`src/rtl/wcs_pkg.sv`:
```
package wcs_pkg;

    localparam int TOK_W = 3;
    localparam logic [TOK_W-1:0] TOK_ACCEPT = 3'b010;

    typedef enum logic [2:0] {
        ST_IDLE,
        ST_HUNT,
        ST_TOKEN,
        ST_STOP,
        ST_BUSY
    } wcs_state_e;

    typedef struct packed {
        logic crc;
        logic endb;
        logic tmo;
        logic done;
    } wcs_evt_t;

    function automatic logic tok_bad(input logic [TOK_W-1:0] t);
        return t != TOK_ACCEPT;
    endfunction

endpackage

```
`src/rtl/wcs_token.sv`:
```
module wcs_token
    import wcs_pkg::*;
(
    input  logic             clk,
    input  logic             rst,
    input  logic             clr,
    input  logic             shift,
    input  logic             bit_in,
    output logic [TOK_W-1:0] tok,
    output logic             last
);
    localparam int CW = $clog2(TOK_W + 1);

    logic [CW-1:0] n_q;

    assign last = shift && (n_q == CW'(TOK_W - 1));

    always_ff @(posedge clk) begin
        if (rst || clr) begin
            tok <= '0;
            n_q <= '0;
        end else if (shift) begin
            tok <= {tok[TOK_W-2:0], bit_in};
            n_q <= n_q + 1'b1;
        end
    end
endmodule

```
`config.mk`:
```
export PLATFORM = sky130hd
export DESIGN_NAME = wcs_token
export DESIGN_NICKNAME = d
export VERILOG_FILES = /design/src/rtl/wcs_pkg.sv /design/src/rtl/wcs_token.sv
export SDC_FILE = /design/constraint.sdc
export NUM_CORES = 1
export LEC_CHECK = 0
export BUFFER_PORTS_ARGS = -buffer_cell sky130_fd_sc_hd__buf_2
export CORE_AREA = 2 2 39 41
export DETAILED_ROUTE_END_ITERATION = 8
export DIE_AREA = 0 0 41 43
export SYNTH_ARGS = -nofsm -noshare
export SYNTH_HDL_FRONTEND = slang
export SYNTH_SLANG_ARGS = --single-unit
```
`constraint.sdc`:
```
create_clock -name clk -period 3 [get_ports clk]
set_input_delay 0.9 -clock clk [delete_from_list [all_inputs] [get_ports clk]]
set_output_delay 0.9 -clock clk [all_outputs]
set_load 0.05 [all_outputs]
```
==> results.py <==
metrics = {
    "setup_path": {
        "arrival_ns": 1.48,
        "endpoint": "last",
        "crit_required_ns": 2.10,
        "rr_worst_depth": 3,
        "crit_fanout": 7,
        "r2r-end": "n_q[1]",
        "worstSetupPathType": "in2out",
        "r2r_start": "n_q[0]",
        "crit_path_end_kind": "output port",
        "rrSetupSlack_ns": 1.89,
        "startpoint": "shift",
        "cp-start-kind": "primary input",
    },
    "yosys": {
        "synthCells": 19,
        "syn_nets": 25,
        "yosysTopAreaCell": "dfxtp_1",
        "syn_area_sq_um": 214,
        "async_reset_ff_share_pct": 0,
        "seq_area_frac_synth_pct": 46.8,
        "yosys-top-cells-count": "dfxtp_1 (5), nor3_1 (4), mux2i_1 (3)",
        "synth_top_area_share_pct": 46.8,
        "yosysMostFrequentCell": "dfxtp_1",
        "synthFlopType": "dfxtp_1",
        "synth-warning-count": 0,
        "ys_ff_latch": 5,
        "synth.avg_cell_area_sq_um": 11.3,
        "synth_cell_types": 10,
        "synthTopCellsByArea": "dfxtp_1 (47%), mux2i_1 (14%), nor3_1 (9.4%)",
        "synth_edf_count": 0,
    },
    "placement": {
        "routabilityCongestion": 0.721,
        "placed_cells": 42,
        "io_buffers": 8,
        "place_area_sq_um": 263,
    },
    "die": {
        "die_w_microns": 41,
        "core-area_sq_um": 1380,
        "io_pins": 9,
        "fp.dieArea_sq_um": 1760,
        "rows": 14,
        "die_height_microns": 43,
        "start_util_pct": 15.5,
    },
    "pwr": {
        "power_density_nw_per_um2": 564,
        "power_uw": 163,
        "peakVddDrop_mv": 0.339,
        "cellLeakagePower_nw": 0.129,
    },
    "flow_run": {
        "cap_violations": 0,
    },
    "clocking": {
        "cts_resized": 0,
        "cts_tree": "done",
        "root_buffer": "clkbuf_4",
        "cts.sinks": 5,
        "clkTransAtPathRegs_ns": 0.04,
        "h-tree-depth": 1,
        "clk_latency_ns": 0.24,
        "cts_buffers": 3,
        "cts_hold_buffers": 0,
        "cts.repair_timing.setup_buffer_count": 0,
        "ctsLongestPathBuffers": 2,
    },
    "grt": {
        "top_usage_layer": "met3",
        "antenna_found_initial": 0,
        "grt_max_degree": 8,
        "use_met3_pct": 7.85,
        "grtUsageMet1_pct": 6.80,
        "grt_overflow": 0,
        "grt_first_pass_wirelength_microns": 586,
        "met2_usage_pct": 5.00,
        "grt_usage_pct": 5.53,
        "grt_pass1_vias": 144,
    },
    "sta": {
        "setup_tns_ns": 0,
        "worst_pin_slew_ns": 0.238,
        "finalSetupViolCount": 0,
        "fmax_mhz": 420,
        "finalHoldViolations": 0,
        "period_minus_slack_ns": 2.38,
        "slew_violations": 0,
        "grt_setup_unrepaired": "false",
        "slew_headroom_pct": 84.1,
        "finalClockSkew_ns": 0.00204,
        "whs_ns": 0.526,
        "finalCritPeriodShare_pct": 79.4,
    },
    "drt": {
        "vias_per_cell": 3.61,
        "routed_wl_microns": 362,
        "dr.pass1.iters": 3,
        "ant_nets": 0,
        "drtIter0Drc": 4,
        "drcViolationCount": 0,
        "wl_per_cell_microns": 7.87,
        "vias": 166,
    },
    "final_layout": {
        "area_delta_synth_final_pct": 35.1,
        "num_antenna_cells": 0,
        "seq_area_sq_um": 100,
        "final_nets": 37,
        "final_area_sq_um": 289,
        "final_cells": 46,
        "layout-drive-gt1-share_pct": 43.3,
        "fillCellCount": 154,
        "multi_input_area_sq_um": 98.8,
    },
    "outcome": {
        "status": "completed",
    },
    "hold_path": {
        "min_path_type": "reg2reg",
    },
}
## kinds of logic (layout without fill, tap and decap cells)
group,after synthesis,after routing,share of synthesized area (%)
and+or+nand+nor,6,6,15.2
adders and majority gates,1,1,5.85
buffers and inverters,2,13,7.02
xor gates and xnor gates,1,1,4.09
AOI/OAI and AO/OA,1,1,7.02
muxes,3,3,14.0
DFF,5,5,46.8
## layer usage
layer	vias to the layer above	share of wire, %	wire, microns
met4	0	0	0
met5	-	0	0
met2	8	38	138
met3	0	17	62
met1	67	44	161
li1	91	-	-
## cells in the final DEF, fill, tap and decap left out, drive strengths merged
cell     netlist  final
buf            1      8
dfxtp          5      5
nor3           4      4
clkbuf         0      4
mux2i          3      3
inv            1      1
and2           1      1
xnor2          1      1
nor2           1      1
a2111oi        1      1
ha             1      1
## registers in the layout, indices dropped and copies added, names as in the netlist
register	flops
tok	3
n_q	2
## metrics by stage
stage	setup slack [ns]	utilization, %
after global routing	0.586	20.9
after global placement	0.607	19.0
after CTS	0.609	20.9
final	0.618	20.9
after detailed placement	0.609	19.0
after floorplan	0.664	-
## power breakdown
group	leakage [nW]	total, mW	internal [mW]	switching [mW]
registers	0.0406	0.0698	0.0686	0.00123
logic	0.0735	0.0163	0.00652	0.00975
clock network	0.0150	0.0770	0.0502	0.0268
total	0.129	0.163	0.125	0.0378
## how the worst min path moves through the flow
stage	cells after the start	endpoint	from
after global placement	2	tok[2]	tok[2]
after detailed placement	2	tok[2]	tok[2]
final	2	tok[2]	tok[2]
after floorplan	2	n_q[0]	n_q[0]
after CTS	2	tok[2]	tok[2]
after global routing	2	n_q[0]	n_q[0]
## critical path, stage by stage
cell	delay, ns
buf_2	0.19
and2_1	0.14
buf_2	0.25
## final cells by class
cell class / count / area share, %
clock buffers: 4 / 9.09
inverters: 1 / 1.30
multi-input cells: 12 / 34.2
well taps: 16 / 6.93
repair buffers: 8 / 13.9
flip-flops and latches: 5 / 34.6
Note: power is estimated with default switching activity, not from simulation.
